===== config.mk =====
export PLATFORM = sky130hd
export DESIGN_NAME = sar_timing_seq
export DESIGN_NICKNAME = d
export VERILOG_FILES = /design/src/rtl/sar_seq_pkg.sv /design/src/rtl/sar_tick_gen.sv /design/src/rtl/sar_approx_reg.sv /design/src/rtl/sar_seq_fsm.sv /design/src/rtl/sar_timing_seq.sv
export SDC_FILE = /design/constraint.sdc
export NUM_CORES = 1
export LEC_CHECK = 0
export ABC_CLOCK_PERIOD_IN_PS = 1900
export BUFFER_PORTS_ARGS = -buffer_cell sky130_fd_sc_hd__buf_4
export CAP_MARGIN = 20
export CORE_ASPECT_RATIO = 0.5
export CORE_MARGIN = 4
export CORE_UTILIZATION = 25
export DETAILED_ROUTE_END_ITERATION = 10
export PLACE_DENSITY = 0.51
export RECOVER_POWER = 25
export SLEW_MARGIN = 40
export SYNTH_ARGS = -nofsm -noshare
export SYNTH_HDL_FRONTEND = slang
export SYNTH_SLANG_ARGS = --single-unit

===== constraint.sdc =====
create_clock -name clk -period 1.9 [get_ports clk]
set_input_delay 0.19 -clock clk [delete_from_list [all_inputs] [get_ports clk]]
set_output_delay 0.19 -clock clk [all_outputs]
set_load 0.005 [all_outputs]

===== src/rtl/sar_seq_pkg.sv =====
package sar_seq_pkg;

    // Field widths of the control register; the packed order fixes bit positions.
    localparam int unsigned PRS_W = 5;
    localparam int unsigned SMP_W = 2;
    localparam int unsigned CFG_W = 1 + SMP_W + PRS_W;

    typedef enum logic [1:0] {
        ST_IDLE = 2'd0,
        ST_BUF  = 2'd1,
        ST_DIR  = 2'd2,
        ST_CONV = 2'd3
    } seq_state_e;

    // bit 7: low-resolution flag, bits 6:5: sampling length, bits 4:0: prescale
    typedef struct packed {
        logic             res_low;
        logic [SMP_W-1:0] smp_len;
        logic [PRS_W-1:0] prs;
    } seq_cfg_t;

endpackage


===== src/rtl/sar_tick_gen.sv =====
module sar_tick_gen #(
    parameter int unsigned PRS_W = 5
) (
    input  logic             clk,
    input  logic             rst_n,
    input  logic             restart,
    input  logic             run,
    input  logic [PRS_W-1:0] prs,
    output logic             tick
);
    localparam int unsigned CNT_W = PRS_W + 1;

    typedef struct packed {
        logic [CNT_W-1:0] cnt;
    } tick_st_t;

    tick_st_t         st_d, st_q;
    logic [CNT_W-1:0] wrap_at;

    // The period is 2*(prs+1) cycles, so the terminal count is 2*prs+1.
    always_comb begin
        wrap_at = {prs, 1'b1};
        st_d    = st_q;
        tick    = 1'b0;
        if (restart) begin
            st_d.cnt = '0;
        end else if (run) begin
            if (st_q.cnt == wrap_at) begin
                st_d.cnt = '0;
                tick     = 1'b1;
            end else begin
                st_d.cnt = st_q.cnt + 1'b1;
            end
        end
    end

    always_ff @(posedge clk or negedge rst_n) begin
        if (!rst_n) st_q <= '0;
        else        st_q <= st_d;
    end

endmodule


===== src/rtl/sar_approx_reg.sv =====
module sar_approx_reg #(
    parameter int unsigned RES_W    = 10,
    parameter int unsigned LOW_DROP = 2
) (
    input  logic             clk,
    input  logic             rst_n,
    input  logic             clear,
    input  logic             step,
    input  logic             cmp,
    input  logic             short_mode,
    output logic [RES_W-1:0] trial,
    output logic [RES_W-1:0] decided,
    output logic             last
);
    localparam logic [RES_W-1:0] TOP_BIT = {1'b1, {(RES_W-1){1'b0}}};

    typedef struct packed {
        logic [RES_W-1:0] acc;
        logic [RES_W-1:0] mask;
    } sar_st_t;

    sar_st_t st_d, st_q;

    assign trial   = st_q.acc | st_q.mask;
    assign decided = cmp ? trial : st_q.acc;

    // The final bit depends on the width mode; without dropped bits both modes end at bit 0.
    generate
        if (LOW_DROP > 0) begin : g_short
            assign last = short_mode ? st_q.mask[LOW_DROP] : st_q.mask[0];
        end else begin : g_full
            assign last = st_q.mask[0];
        end
    endgenerate

    always_comb begin
        st_d = st_q;
        if (clear) begin
            st_d.acc  = '0;
            st_d.mask = TOP_BIT;
        end else if (step) begin
            st_d.acc  = decided;
            st_d.mask = st_q.mask >> 1;
        end
    end

    always_ff @(posedge clk or negedge rst_n) begin
        if (!rst_n) st_q <= '0;
        else        st_q <= st_d;
    end

endmodule


===== src/rtl/sar_seq_fsm.sv =====
module sar_seq_fsm
    import sar_seq_pkg::*;
#(
    parameter int unsigned SMP_W = 2
) (
    input  logic             clk,
    input  logic             rst_n,
    input  logic             start,
    input  logic             abort,
    input  logic             tick,
    input  logic [SMP_W-1:0] smp_len,
    input  logic             last,
    output seq_state_e       state,
    output logic             restart,
    output logic             step,
    output logic             finish
);
    // The longest direct phase is 2 << (2**SMP_W - 1) periods; one more bit than its log.
    localparam int unsigned PH_W = (1 << SMP_W) + 1;

    typedef struct packed {
        seq_state_e      st;
        logic [PH_W-1:0] cnt;
    } fsm_st_t;

    fsm_st_t         st_d, st_q;
    logic [PH_W-1:0] dir_end;

    assign state = st_q.st;

    always_comb begin
        dir_end = (PH_W'(2) << smp_len) - 1'b1;
        st_d    = st_q;
        restart = 1'b0;
        step    = 1'b0;
        finish  = 1'b0;
        if (abort) begin
            st_d.st  = ST_IDLE;
            st_d.cnt = '0;
        end else begin
            unique case (st_q.st)
                ST_IDLE: begin
                    if (start) begin
                        st_d.st  = ST_BUF;
                        st_d.cnt = '0;
                        restart  = 1'b1;
                    end
                end
                ST_BUF: begin
                    if (tick) begin
                        if (st_q.cnt == PH_W'(1)) begin
                            st_d.st  = ST_DIR;
                            st_d.cnt = '0;
                        end else begin
                            st_d.cnt = st_q.cnt + 1'b1;
                        end
                    end
                end
                ST_DIR: begin
                    if (tick) begin
                        if (st_q.cnt == dir_end) begin
                            st_d.st  = ST_CONV;
                            st_d.cnt = '0;
                        end else begin
                            st_d.cnt = st_q.cnt + 1'b1;
                        end
                    end
                end
                ST_CONV: begin
                    if (tick) begin
                        step = 1'b1;
                        if (last) begin
                            finish  = 1'b1;
                            st_d.st = ST_IDLE;
                        end
                    end
                end
                default: st_d.st = ST_IDLE;
            endcase
        end
    end

    always_ff @(posedge clk or negedge rst_n) begin
        if (!rst_n) begin
            st_q.st  <= ST_IDLE;
            st_q.cnt <= '0;
        end else begin
            st_q <= st_d;
        end
    end

endmodule


===== src/rtl/sar_timing_seq.sv =====
module sar_timing_seq
    import sar_seq_pkg::*;
#(
    parameter int unsigned     RES_W     = 10,
    parameter int unsigned     LOW_DROP  = 2,
    parameter logic [CFG_W-1:0] CFG_RESET = 8'h05
) (
    input  logic             clk,
    input  logic             rst_n,
    input  logic             cfg_we,
    input  logic [CFG_W-1:0] cfg_wdata,
    output logic [CFG_W-1:0] cfg_rdata,
    input  logic             start,
    input  logic             cmp_in,
    output logic             samp_buf,
    output logic             samp_dir,
    output logic             conv_act,
    output logic [RES_W-1:0] dac_code,
    output logic [RES_W-1:0] result,
    output logic             done,
    output logic             busy
);
    typedef struct packed {
        seq_cfg_t         cfg;
        logic [RES_W-1:0] res;
        logic             done;
    } top_st_t;

    top_st_t          st_d, st_q;
    seq_state_e       state;
    logic             tick, restart, step, finish, last;
    logic [RES_W-1:0] trial, decided;

    sar_tick_gen #(.PRS_W(PRS_W)) i_tick (
        .clk     (clk),
        .rst_n   (rst_n),
        .restart (restart),
        .run     (busy),
        .prs     (st_q.cfg.prs),
        .tick    (tick)
    );

    sar_seq_fsm #(.SMP_W(SMP_W)) i_fsm (
        .clk     (clk),
        .rst_n   (rst_n),
        .start   (start),
        .abort   (cfg_we),
        .tick    (tick),
        .smp_len (st_q.cfg.smp_len),
        .last    (last),
        .state   (state),
        .restart (restart),
        .step    (step),
        .finish  (finish)
    );

    sar_approx_reg #(.RES_W(RES_W), .LOW_DROP(LOW_DROP)) i_sar (
        .clk        (clk),
        .rst_n      (rst_n),
        .clear      (restart),
        .step       (step),
        .cmp        (cmp_in),
        .short_mode (st_q.cfg.res_low),
        .trial      (trial),
        .decided    (decided),
        .last       (last)
    );

    always_comb begin
        st_d      = st_q;
        st_d.done = 1'b0;
        if (cfg_we) begin
            st_d.cfg = seq_cfg_t'(cfg_wdata);
        end
        // finish is never raised in a write cycle: the sequencer treats the write as abort.
        if (finish) begin
            st_d.res  = decided;
            st_d.done = 1'b1;
        end
    end

    always_ff @(posedge clk or negedge rst_n) begin
        if (!rst_n) begin
            st_q.cfg  <= seq_cfg_t'(CFG_RESET);
            st_q.res  <= '0;
            st_q.done <= 1'b0;
        end else begin
            st_q <= st_d;
        end
    end

    assign busy      = (state != ST_IDLE);
    assign samp_buf  = (state == ST_BUF);
    assign samp_dir  = (state == ST_DIR);
    assign conv_act  = (state == ST_CONV);
    assign dac_code  = conv_act ? trial : '0;
    assign cfg_rdata = st_q.cfg;
    assign result    = st_q.res;
    assign done      = st_q.done;

endmodule


Word-level counts from Yosys, hierarchy flattened:

Index checks and enable logic that the tools add are counted.
W data, S select, Z words.

* register bits: 52
* output and inout bits: 33

* $add $sub $neg: 3
* equality and inequality tests: 13
* shifts and indexed selects: 1
* muxes and demuxes: 34
* bitwise gates (word level): 1
* reduce and logical (&&, ||, !) cells: 7

Operators with widths (number)
* $mux W20: 2
* $mux W7: 4
* $mux W10: 2
* $mux W6: 3
* $ne A3 B2 Y1 const B: 6
* $mux W1: 15
* $pmux W5 S3: 1
* $mux W5: 2
* $or A10 B10 Y10: 1
* $mux W2: 4
* $pmux W2 S4: 1
* $reduce_and A7 Y1: 1
* $add A6 B1 Y6 const B: 1
* $eq A6 B6 Y1: 1
* $reduce_bool A2 Y1: 3
* $add A5 B1 Y5 const B: 1
* $eq A5 B1 Y1 const B: 1
* $eq A5 B5 Y1: 1
* $shl A2 B2 Y5 const A: 1
* $sub A5 B1 Y5 const B: 1
* $eq A2 B2 Y1 const B: 2
* $reduce_and A4 Y1: 1
* $reduce_bool A4 Y1: 1
* $ne A3 B3 Y1 const B: 1
* 2 further kinds: 2

Longest topological paths before layout:

Gate-level depths: netlist of run 1.

* depth in word-level cells: 9
* mapped depth: 8
* depth with buffers taken out: 7

Modules after synthesis:

A second synthesis of run 1 with hierarchy kept.

* cell total of the unflattened synthesis: 248
* area total of the unflattened synthesis: 2781.4 um^2

By module, submodules not included
* sar_approx_reg: times used 1, cells an instance 87, area each 919.6 um^2
* sar_timing_seq: times used 1, cells an instance 55, area each 868.3 um^2
* sar_seq_fsm: times used 1, cells an instance 70, area each 626.9 um^2
* sar_tick_gen: times used 1, cells an instance 36, area each 366.6 um^2

Worst setup path after synthesis of run 1:

No wires, ideal clock.

* path type: register to register
* start point: reg i_fsm.st_q (netlist bit i_fsm.state[0])
* end point: reg i_fsm.st_q[2] (netlist name)
* library setup time: 0.126 ns
* arrival time: 1.924 ns
* data required time: 1.774 ns
* setup slack: -0.150 ns
* cell stages (with the launch flop): 9
* buffers on the path: 1
* cell sequence: dfrtp_1 -> inv_1 -> ha_1 -> buf_2 -> nor4bb_1 -> or2_2 -> a31oi_1 -> nor2b_1 -> a221o_1

* cells in the longest elaborated chain, start to end: 6

RTL lines
* start: declaration: line sar_seq_fsm.sv:26 `fsm_st_t st_d, st_q;`
* start signal: assignment: line sar_seq_fsm.sv:88 `st_q <= st_d;`
* $logic_not A2 Y1: line sar_seq_fsm.sv:41 `unique case (st_q.st)`
* $mux W1: line sar_seq_fsm.sv:41
* $mux W1: line sar_seq_fsm.sv:37 `if (abort) begin`
* $mux W1: line sar_tick_gen.sv:25 `if (restart) begin`
* $ne A3 B2 Y1 (no source line)
* $reduce_and A4 Y1 (no source line)

Several ways; a longest one is shown, not always the timed one.
A chain may end at the register's enable or synchronous reset.

Worst setup path after layout of run 1:

* start point: reg i_fsm.st_q[1] (netlist name)
* end point: reg i_fsm.st_q[2] (netlist name)

* cells in the longest elaborated chain, start to end: 5

RTL lines (line)
* $add A5 B1 Y5 (tied with other cells): sar_seq_fsm.sv:55, sar_seq_fsm.sv:65
* $mux W5 (on tied branches): sar_seq_fsm.sv:61, sar_seq_fsm.sv:51
* $mux W7 (on tied branches): sar_seq_fsm.sv:60, sar_seq_fsm.sv:50
* $pmux W5 S3 (*): sar_seq_fsm.sv:41
* $mux W7 (*): sar_seq_fsm.sv:37

Every way passes the cells marked *; elsewhere a longest branch is shown, timed or not. The select of a mux whose other input is x is not followed.

==> results of run 1 <==
==> flip-flops by register name, indices dropped and copies added, names as in the netlist <==
signal / flops
cfg_rdata: 8
done: 1
i_fsm.st_q: 5
i_fsm.state: 2
i_sar.st_q: 20
i_tick.st_q: 6
result: 10
==> cells by family after synthesis <==
kind of cell / count (synthesis)
buffers and inverters: 22
muxes: 11
DFF: 52
adders and majority gates: 8
xor gates and xnor gates: 7
AOI/OAI and AO/OA: 89
and+or+nand+nor: 74
==> final cells by class <==
type	instances	area share, %
Clock buffer	6	3.490
Clock inverter	2	0.4405
Inverter	7	0.7116
Multi-Input combinational cell	189	38.70
Sequential cell	52	35.31
Tap cell	140	4.744
Timing Repair Buffer	78	16.60
==> worst paths after layout <==
check	end	startpoint
max in group asynchronous	cfg_rdata[6]	rst_n
worst min register to register	result[9]	result[9]
worst max-delay path	i_fsm.st_q[2]	i_fsm.st_q[1]
worst min-delay path	cfg_rdata[6]	cfg_wdata[6]
min in group asynchronous	result[6]	rst_n
worst max register to register	i_fsm.st_q[2]	i_fsm.st_q[1]
==> power groups by stage <==
stage,clock network [uW],registers [uW],logic (uW)
after floorplan,0,1260,577
after global placement,0,1280,902
after detailed placement,0,1280,929
after CTS,944,1260,1050
after global routing,996,1270,1210
final,908,1260,1090
==> what timing repair did <==
item / 4_1_cts / 5_1_grt
setup buffers: 2 / 4
pin swaps: 2 / 7
gates resized for setup: 10 / 43
hold buffers: 1 / 0
endpoints found under the hold margin: 50 / 0
gates cloned: 0 / 2
setup endpoints to repair: 5 / 35
==> layer usage <==
| metal | part of all wire [%] | global-route usage (%) |
|---|---|---|
| met4 | 1.3 | 3.700 |
| met3 | 3.6 | 3.229 |
| met2 | 46 | 17.59 |
| met5 | 0 | 0 |
| met1 | 49 | 16.06 |
==> stage by stage <==
stage | TNS [ns] | cell area, sq um | hold WS [ns] | worst slack, ns | total power, uW
floorplan | 0 | 2663 | -0.1056 | 0.01739 | 1842
global placement | 0 | 3299 | 0.2636 | 0.008624 | 2178
detailed placement | -0.4158 | 3299 | 0.2771 | -0.1134 | 2209
CTS | 0 | 3538 | 0.1210 | 0.001890 | 3260
global route | -0.8897 | 3692 | 0.1163 | -0.07681 | 3478
finish | -0.007485 | 3692 | 0.1293 | -0.007485 | 3262
==> cells in the mapped netlist, types with 2 or more instances <==
cell type   n
dfrtp_1    50
a21oi_1    28
nor2_1     18
o21ai_1    15
nand2_1    14
nand3_1    13
o21a_1     11
o21ai_0    11
clkbuf_1    9
ha_1        8
mux2_2      8
inv_1       7
nand2b_1    6
xor2_1      6
buf_2       5
a22o_1      4
a211oi_1    3
a21o_1      3
a31oi_1     3
mux2i_1     3
nor2b_1     3
and3_1      2
dfstp_2     2
nand3b_1    2
nor3_1      2
o21bai_1    2
o31ai_1     2
==> flow_metrics.env, run 1 <==
export IMPL_critPathBufInv=1
export IMPL_viasPerCell=4.717
export IMPL_final_max_slew_viol_count=0
export IMPL_critPathMaxFanout=4
export IMPL_fin_cells=474
export IMPL_required_ns=2.08
export IMPL_p_sw_uw=1061
export IMPL_firstDrtPassIters=4
export IMPL_synth_top_area_share_pct=47.39
export IMPL_comb_power_share_pct=33.5
export IMPL_vias=2236
export IMPL_r2r_cells=7
export IMPL_place_congestion=0.7613
export IMPL_synthAdderAreaFrac_pct=3.791
export IMPL_drv_cap=0
export IMPL_synth_mux_area_share_pct=4.550
export IMPL_wire_per_inst_microns=14.88
export IMPL_htreeDepth=2
export IMPL_clock_latency_ns=0.29
export IMPL_synth_simple_area_share_pct=15.50
export IMPL_cp_end_kind="register"
export IMPL_place_inst=457
export IMPL_power_density_nw_per_um2=883.6
export IMPL_io_pins=46
export IMPL_synth_edff_count=0
export IMPL_grt_first_pass_wirelength_microns=11460
export IMPL_synth_xor_area_share_pct=2.322
export IMPL_io_buffers=45
export IMPL_ant_nets=0
export IMPL_dpl_hpwl_microns=4857
export IMPL_reg2reg_slack_ns=-0.007
export IMPL_crit_chain="inv_1, ha_1, or4b_4, a21oi_4, a211oi_2, nor2b_4, a221o_1"
export IMPL_yosysTopAreaCell="dfrtp_1"
export IMPL_cp_arrival_ns=2.08
export IMPL_power_internal_uw=2201
export IMPL_max_slew_margin_pct=11.66
export IMPL_synth_seq_cells=52
export IMPL_violations="setup timing"
export IMPL_timing_fmax_mhz=524.3
export IMPL_gr_total_overflow=0
export IMPL_start_util_pct=25.76
export IMPL_drt_total_wl_microns=7053
export IMPL_final_common_cell="buf_4"
export IMPL_synthArstFlopShare_pct=100.0
export IMPL_postLayoutCoreUtil_pct=36.03
export IMPL_final_layout_size_suffix_gt1_share_pct=39.22
export IMPL_final_cell_mix="buf_4, dfrtp_1, a21oi_1"
export IMPL_dieArea_sq_um=12370
export IMPL_fp_dieW_microns=153.3
export IMPL_ys_types=50
export IMPL_min_period_ns=1.907
export IMPL_start_kind="register"
export IMPL_synth_area_leaders="dfrtp_1, a21oi_1, ha_1, mux2_2, o21a_1"
export IMPL_cts_sinks=52
export IMPL_antenna_found_initial=0
export IMPL_syn_num_nets=284
export IMPL_grt_pass1_vias=2286
export IMPL_synth_top_family_by_area="compound AO/OA/AOI/OAI gates"
export IMPL_ys_flop_type="dfrtp_1"
export IMPL_finClkSkew_ns=0.006330
export IMPL_path_clk_slew_ns=0.07
export IMPL_synth_compound_area_share_pct=20.95
export IMPL_crit_slowest_cell="or4b_4"
export IMPL_cts_tree="yes"
export IMPL_outcome="complete, but fails checks"
export IMPL_rows=26
export IMPL_grt_max_degree=53
export IMPL_peakVddDrop_mv=0.3696
export IMPL_grt_total_usage_pct=11.61
export IMPL_swShare_pct=32.53
export IMPL_seq_area_sq_um=1304
export IMPL_fillers=1052
export IMPL_clockBufferDepth=2
export IMPL_finalSetupViolCount=1
export IMPL_ys_seq_area_share_pct=49.38
export IMPL_die_h_microns=80.67
export IMPL_cts_root_buf="clkbuf_16"
export IMPL_rsz0062_at_grt="yes"
export IMPL_yosysWarnings=0
export IMPL_areaGrowthSynthToFinish_pct=39.86
export IMPL_syn_area_per_cell_sq_um=10.04
export IMPL_core_sq_um=10250
export IMPL_pwr_share_seq_pct=38.6
export IMPL_cp_depth=7
export IMPL_p_clk_share_pct=27.8
export IMPL_worstMarginPinSlew_ns=1.325
export IMPL_synthCells=263
export IMPL_layout_nets=354
export IMPL_critPathTopFamily="simple AND/OR/NAND/NOR gates"
export IMPL_multi_input_area_sq_um=1429
export IMPL_finalCritPeriodShare_pct=100.4
export IMPL_hold_depth=2
export IMPL_syn_area_sq_um=2640
export IMPL_drc=0
export IMPL_worst_slack_ns=-0.007485
export IMPL_final_hold_viol_count=0
export IMPL_numCtsBuffers=5
export IMPL_cellLeakagePower_uw=0.001639
export IMPL_critPathMaxStageDelay_ns=0.49
export IMPL_first_iter_violations=167
export IMPL_min_path_type="in -> reg"
export IMPL_antenna_cells=0
export IMPL_worst_setup_path_type="reg -> reg"
Note: power is estimated with default switching activity, not from simulation.
==> inputs of run 2 (changes only) <==
--- a/config.mk
+++ b/config.mk
@@ -5,14 +5,16 @@
 export SDC_FILE = /design/constraint.sdc
 export NUM_CORES = 1
 export LEC_CHECK = 0
-export ABC_CLOCK_PERIOD_IN_PS = 1900
+export ABC_AREA = 1
+export ABC_CLOCK_PERIOD_IN_PS = 1800
 export BUFFER_PORTS_ARGS = -buffer_cell sky130_fd_sc_hd__buf_4
 export CAP_MARGIN = 20
 export CORE_ASPECT_RATIO = 0.5
 export CORE_MARGIN = 4
 export CORE_UTILIZATION = 25
+export CTS_BUF_LIST = sky130_fd_sc_hd__clkbuf_8
 export DETAILED_ROUTE_END_ITERATION = 10
-export PLACE_DENSITY = 0.51
+export PLACE_DENSITY = 0.5
 export RECOVER_POWER = 25
 export SLEW_MARGIN = 40
 export SYNTH_ARGS = -nofsm -noshare
==> constraint.sdc (replaced) <==
create_clock -name clk -period 1.8 [get_ports clk]
set_input_delay 0.18 -clock clk [delete_from_list [all_inputs] [get_ports clk]]
set_output_delay 0.18 -clock clk [all_outputs]
set_load 0.005 [all_outputs]
==> flow_metrics.env, run 2 <==
export IMPL_synth_compound_area_share_pct=13.21
export IMPL_finalCritPeriodShare_pct=92.93
export IMPL_largest_register="i_sar.st_q"
export IMPL_yosysTopAreaCell="dfrtp_1"
export IMPL_cts_sinks=52
export IMPL_gr_total_overflow=0
export IMPL_reg2reg_slack_ns=0.18
export IMPL_outcome="finished clean"
export IMPL_yosysMostFrequentCell="nand2_1"
export IMPL_synth_top_area_share_pct=44.92
export IMPL_ys_types=29
export IMPL_grt_pass1_vias=2358
export IMPL_final_common_cell="nand2_1"
export IMPL_yosysWarnings=0
export IMPL_numCtsBuffers=5
export IMPL_areaGrowthSynthToFinish_pct=22.28
export IMPL_worst_setup_path_type="reg -> out"
export IMPL_grt_max_degree=53
export IMPL_io_pins=46
export IMPL_required_ns=1.62
export IMPL_antenna_found_initial=0
export IMPL_final_hold_viol_count=0
export IMPL_ys_flop_type="dfrtp_1"
export IMPL_clock_latency_ns=0.31
export IMPL_cts_tree="yes"
export IMPL_io_buffers=45
export IMPL_syn_area_per_cell_sq_um=7.802
export IMPL_cp_arrival_ns=1.49
export IMPL_drt_total_wl_microns=6816
export IMPL_finalSetupViolCount=0
export IMPL_synthCells=357
export IMPL_final_max_slew_viol_count=0
export IMPL_min_path_type="in -> reg"
export IMPL_clockBufferDepth=2
export IMPL_layout_nets=429
export IMPL_synth_commonest_cells="nand2_1, dfrtp_1, inv_1, a21oi_1, nand3_1"
export IMPL_cp_end_kind="output pin"
export IMPL_rows=26
export IMPL_synth_top_family_by_area="simple AND/OR/NAND/NOR gates"
export IMPL_htreeDepth=2
export IMPL_whs_endpoint="cfg_rdata[4]"
export IMPL_start_util_pct=26.42
export IMPL_path_clk_slew_ns=0.09
export IMPL_crit_top_cell="buf_4"
export IMPL_firstDrtPassIters=4
export IMPL_r2r_cells=7
export IMPL_synth_area_leaders="dfrtp_1, nand2_1, inv_1, a21oi_1, nand3_1"
export IMPL_final_cell_mix="nand2_1, dfrtp_1, inv_1"
export IMPL_r2r_start="i_fsm.state[1]"
export IMPL_drc=0
export IMPL_peakVddDrop_mv=0.3225
export IMPL_r2r_end="i_fsm.st_q[2]"
export IMPL_place_congestion=0.8126
export IMPL_core_sq_um=10540
export IMPL_hold_ws_ns=0.07263
export IMPL_synth_seq_cells=52
export IMPL_cellLeakagePower_uw=0.001658
export IMPL_synth_simple_area_share_pct=24.39
export IMPL_postCtsSetupBuffers=0
export IMPL_drv_cap=0
export IMPL_hold_depth=3
export IMPL_first_iter_violations=146
export IMPL_crit_slowest_cell="dfrtp_1"
export IMPL_synthAdderAreaFrac_pct=3.594
export IMPL_wire_per_inst_microns=12.44
export IMPL_die_h_microns=82.64
export IMPL_final_layout_size_suffix_gt1_share_pct=20.10
export IMPL_worstMarginPinSlew_ns=1.215
export IMPL_synthArstFlopShare_pct=100.0
export IMPL_power_density_nw_per_um2=1005
export IMPL_ys_seq_area_share_pct=46.81
export IMPL_finClkSkew_ns=0.003492
export IMPL_synth_mux_area_share_pct=0
export IMPL_syn_area_sq_um=2785
export IMPL_viasPerCell=4.292
export IMPL_grt_first_pass_wirelength_microns=11700
export IMPL_dieArea_sq_um=13000
export IMPL_vias=2352
export IMPL_synth_xor_area_share_pct=2.201
export IMPL_fp_dieW_microns=157.3
export IMPL_cts_root_buf="clkbuf_8"
export IMPL_dpl_hpwl_microns=4912
export IMPL_largest_register_ff_count=20
export IMPL_tns_ns=0
export IMPL_ant_nets=0
export IMPL_crit_chain="ha_2, inv_1, buf_4, a21oi_1, buf_4"
export IMPL_start_kind="register"
export IMPL_timing_fmax_mhz=597.8
export IMPL_max_slew_margin_pct=19.03
export IMPL_grt_total_usage_pct=11.26
export IMPL_critPathMaxFanout=10
export IMPL_antenna_cells=0
export IMPL_min_period_ns=1.673
export IMPL_syn_num_nets=378
export IMPL_hold_start="cfg_wdata[4]"
export IMPL_synth_edff_count=0
export IMPL_rsz0062_at_grt="no"
export IMPL_critPathMaxStageDelay_ns=0.42
==> run 2: worst max-delay path by stage <==
stage	endpoint	from	slack (ns)	cells after the start
2_1_floorplan	i_fsm.st_q[2]	i_fsm.state[0]	0.31	7
3_3_place_gp	i_fsm.st_q[2]	i_fsm.state[1]	0.07	7
3_5_place_dp	i_fsm.st_q[2]	i_fsm.state[0]	0.09	7
4_1_cts	i_fsm.st_q[2]	i_fsm.state[0]	0.07	8
5_1_grt	dac_code[3]	i_fsm.state[1]	0.006	5
6_report	dac_code[7]	i_fsm.state[1]	0.13	5
==> run 2: power breakdown <==
part	leakage, uW	internal, uW	switching [uW]	total, uW
Sequential	0.000697	1300	143	1440
Clock	0.0000452	260	388	648
Combinational	0.000915	499	834	1330
==> run 2: area by class of cell <==
cell class	count	area [sq um]
clock buffers	5	68.82
clock inverters	2	8.758
fillers	1165	7134
inverters	53	200.2
multi-input cells	241	1224
flip-flops and latches	52	1304
well taps	140	175.2
repair buffers	55	425.4
==> run 2: critical path: cells and delay by family (launching register included) <==
family                   cells  cell delay, ns
buffers and inverters        3            0.37
adder cells (fa/ha/maj)      1            0.23
AO/OA/AOI/OAI                1            0.16
flip-flops                   1            0.42
==> run 2: cell families after synthesis <==
family / after synthesis
simple gates: 159
compound gates: 67
buf+inv: 64
flops: 52
fa+ha+maj: 8
xor+xnor: 7
==> run 2: what timing repair did <==
action,in CTS,in global routing
gates resized for setup,0,4
endpoints found under the setup margin,0,6
hold endpoints to repair,50,0
hold buffers,1,0
==> run 2: metal layers <==
layer | part of all wire (%) | GRT usage [%] | routed length [microns]
met1 | 52 | 15.37 | 3519
met2 | 43 | 17.87 | 2920
met4 | 1.0 | 2.575 | 68
met5 | 0 | 0 | 0
met3 | 4.5 | 3.175 | 307
==> run 2: stage by stage <==
stage,instance area (sq um),total power [uW],setup WS (ns),utilization (%),instances
after floorplan,2785,2332,0.3134,-,357
after global placement,3306,2776,0.07159,31.36,540
after detailed placement,3306,2765,0.08546,31.36,540
after CTS,3393,3440,0.07000,32.19,548
after global routing,3406,3737,0.005744,32.31,548
final,3406,3422,0.1273,32.31,548
==> inputs of run 3 (changes only) <==
--- a/config.mk
+++ b/config.mk
@@ -19,4 +19,5 @@
 export SLEW_MARGIN = 40
 export SYNTH_ARGS = -nofsm -noshare
 export SYNTH_HDL_FRONTEND = slang
+export SYNTH_HIERARCHICAL = 1
 export SYNTH_SLANG_ARGS = --single-unit
==> flow_metrics.env, run 3 <==
export IMPL_yosysMostFrequentCell="nand2_1"
export IMPL_r2r_cells=14
export IMPL_finalCritPeriodShare_pct=104.6
export IMPL_synth_top_area_share_pct=43.07
export IMPL_power_density_nw_per_um2=843.6
export IMPL_cts_root_buf="clkbuf_8"
export IMPL_worstMarginPinSlew_ns=1.362
export IMPL_finalSetupViolCount=29
export IMPL_dp_slack_ns=-0.09589
export IMPL_drt_total_wl_microns=7160
export IMPL_wire_per_inst_microns=11.66
export IMPL_r2r_start="cfg_rdata[0]"
export IMPL_violations="setup timing"
export IMPL_start_kind="register"
export IMPL_grt_total_usage_pct=10.35
export IMPL_power_total_uw=3264
export IMPL_path_clk_slew_ns=0.12
export IMPL_synth_area_leaders="dfrtp_1, nand2_1, inv_1, o21ai_1, nor2_1"
export IMPL_vias=2508
export IMPL_whs_endpoint="cfg_rdata[0]"
export IMPL_grt_first_pass_wirelength_microns=11430
export IMPL_dieArea_sq_um=13510
export IMPL_drc=0
export IMPL_timing_fmax_mhz=531.3
export IMPL_peakVddDrop_mv=0.3292
export IMPL_grt_pass1_vias=2382
export IMPL_cts_sinks=52
export IMPL_synthArstFlopShare_pct=100.0
export IMPL_cts_tree="yes"
export IMPL_start_util_pct=25.98
export IMPL_layout_nets=474
export IMPL_required_ns=2.05
export IMPL_final_max_slew_viol_count=0
export IMPL_antenna_found_initial=0
export IMPL_ys_flop_type="dfrtp_1"
export IMPL_worst_setup_path_type="reg -> reg"
export IMPL_fin_cells=614
export IMPL_syn_area_sq_um=2905
export IMPL_syn_area_per_cell_sq_um=7.586
export IMPL_clock_latency_ns=0.33
export IMPL_synth_seq_cells=52
export IMPL_ant_nets=0
export IMPL_core_sq_um=11180
export IMPL_numCtsBuffers=5
export IMPL_dpl_hpwl_microns=5075
export IMPL_rsz0062_at_grt="yes"
export IMPL_tns_ns=-0.5834
export IMPL_die_h_microns=84.23
export IMPL_multi_input_area_sq_um=1364
export IMPL_reg2reg_slack_ns=-0.08
export IMPL_place_congestion=0.8129
export IMPL_largest_register="i_sar/st_q"
export IMPL_final_hold_viol_count=0
export IMPL_cp_arrival_ns=2.13
export IMPL_yosysWarnings=6
export IMPL_largest_register_ff_count=20
export IMPL_max_slew_margin_pct=9.185
export IMPL_areaGrowthSynthToFinish_pct=33.16
export IMPL_synth_commonest_cells="nand2_1, inv_1, dfrtp_1, nor2_1, o21ai_1"
export IMPL_outcome="complete, but fails checks"
export IMPL_firstDrtPassIters=4
export IMPL_rows=27
export IMPL_r2r_end="i_fsm/st_q[2]"
export IMPL_cellLeakagePower_uw=0.001963
export IMPL_io_buffers=45
export IMPL_final_cell_mix="nand2_1, buf_4, inv_1"
export IMPL_hold_depth=3
export IMPL_postLayoutCoreUtil_pct=34.60
export IMPL_synth_edff_count=0
export IMPL_ys_seq_area_share_pct=44.88
export IMPL_drv_cap=0
export IMPL_finClkSkew_ns=0.01592
export IMPL_viasPerCell=4.085
export IMPL_min_period_ns=1.882
export IMPL_min_path_type="in -> reg"
export IMPL_worst_slack_ns=-0.08231
export IMPL_ys_types=27
export IMPL_cp_end_kind="register"
export IMPL_hold_start="cfg_wdata[0]"
export IMPL_seq_area_sq_um=1304
export IMPL_yosysTopAreaCell="dfrtp_1"
export IMPL_gr_total_overflow=0
export IMPL_grt_max_degree=53
export IMPL_fp_dieW_microns=160.5
export IMPL_final_layout_size_suffix_gt1_share_pct=34.07
export IMPL_fillers=1214
export IMPL_final_common_cell="nand2_1"
export IMPL_syn_num_nets=403
export IMPL_critPathMaxFanout=4
export IMPL_synthCells=383
export IMPL_clockBufferDepth=2
export IMPL_place_inst=598
export IMPL_antenna_cells=0
export IMPL_first_iter_violations=82
export IMPL_io_pins=46
export IMPL_htreeDepth=2
-- run 3: cell count changes after synthesis, sizes merged, moves of 2 or more --
cell / delta
a21oi: -21
nor2: +27
inv: +22
xor2: -2
nand2: +5
o22ai: -4
o211ai: -2
clkbuf: -3
buf: +4
-- run 3: logic make-up after synthesis --
kind of cell / synth area share, %
adders and majority gates: 3.015
buffers and inverters: 13.09
xor gates and xnor gates: 1.507
and+or+nand+nor: 29.46
AOI/OAI and AO/OA: 7.666
DFF: 44.88
muxes: 0.3876
-- run 3: worst max-delay path by stage --
stage,start,to,slack (ns),depth (start not counted)
floorplan,cfg_rdata[0],i_fsm/st_q[1],0.02,14
global placement,cfg_rdata[2],i_fsm/state[1],-0.05,11
detailed placement,cfg_rdata[0],i_fsm/st_q[2],-0.1,14
CTS,cfg_rdata[0],i_fsm/st_q[1],-0.09,14
global route,cfg_rdata[0],i_fsm/st_q[2],-0.26,14
finish,cfg_rdata[0],i_fsm/st_q[2],-0.08,14
-- run 3: layout make-up --
type | count | area share, %
well taps | 159 | 5.142
clock buffers | 5 | 1.779
flip-flops and latches | 52 | 33.70
multi-input cells | 246 | 35.25
inverters | 74 | 7.245
repair buffers | 75 | 16.30
clock inverters | 3 | 0.5821
-- run 3: repair_timing --
item / in CTS / in global routing
endpoints found under the hold margin: 50 / 0
hold buffers: 1 / 0
buffers inserted: 1 / 2
gates resized for setup: 3 / 30
gates cloned: 0 / 4
endpoints found under the setup margin: 36 / 38
pin swaps: 3 / 7
-- run 3: per-layer routing --
metal	part of all wire (%)	global-route usage, %	vias to the layer above
li1	-	-	1301
met1	51	14.37	1171
met2	44	16.21	31
met3	3.2	2.452	5
met4	0.95	2.810	0
met5	0	0	-
-- run 3: through the flow --
step	hold WS, ns	instance area (sq um)
final	0.05501	3869
after detailed placement	0.2836	3556
after global placement	0.2790	3556
after CTS	0.04594	3675
after global routing	0.04341	3869
after floorplan	-0.1156	2924
-- run 3: worst max-delay path: stages, from the launching register on --
cell	delay, ns
dfstp_2	0.56
inv_2	0.04
nand2_2	0.05
nand3_2	0.06
nor2_2	0.14
nand3_2	0.11
nor2_4	0.14
nor2_2	0.05
nand2_2	0.06
nand2_2	0.06
nor2_2	0.09
nand2_2	0.09
nor2_4	0.13
nand3_2	0.10
o21ai_2	0.12
-- run 3: power by group --
part	switching, uW	internal, uW	leakage [uW]	total, uW
Clock	450	280	0.0000485	730
Combinational	701	506	0.00122	1210
Sequential	72.2	1250	0.000697	1330
Total	1220	2040	0.00196	3260
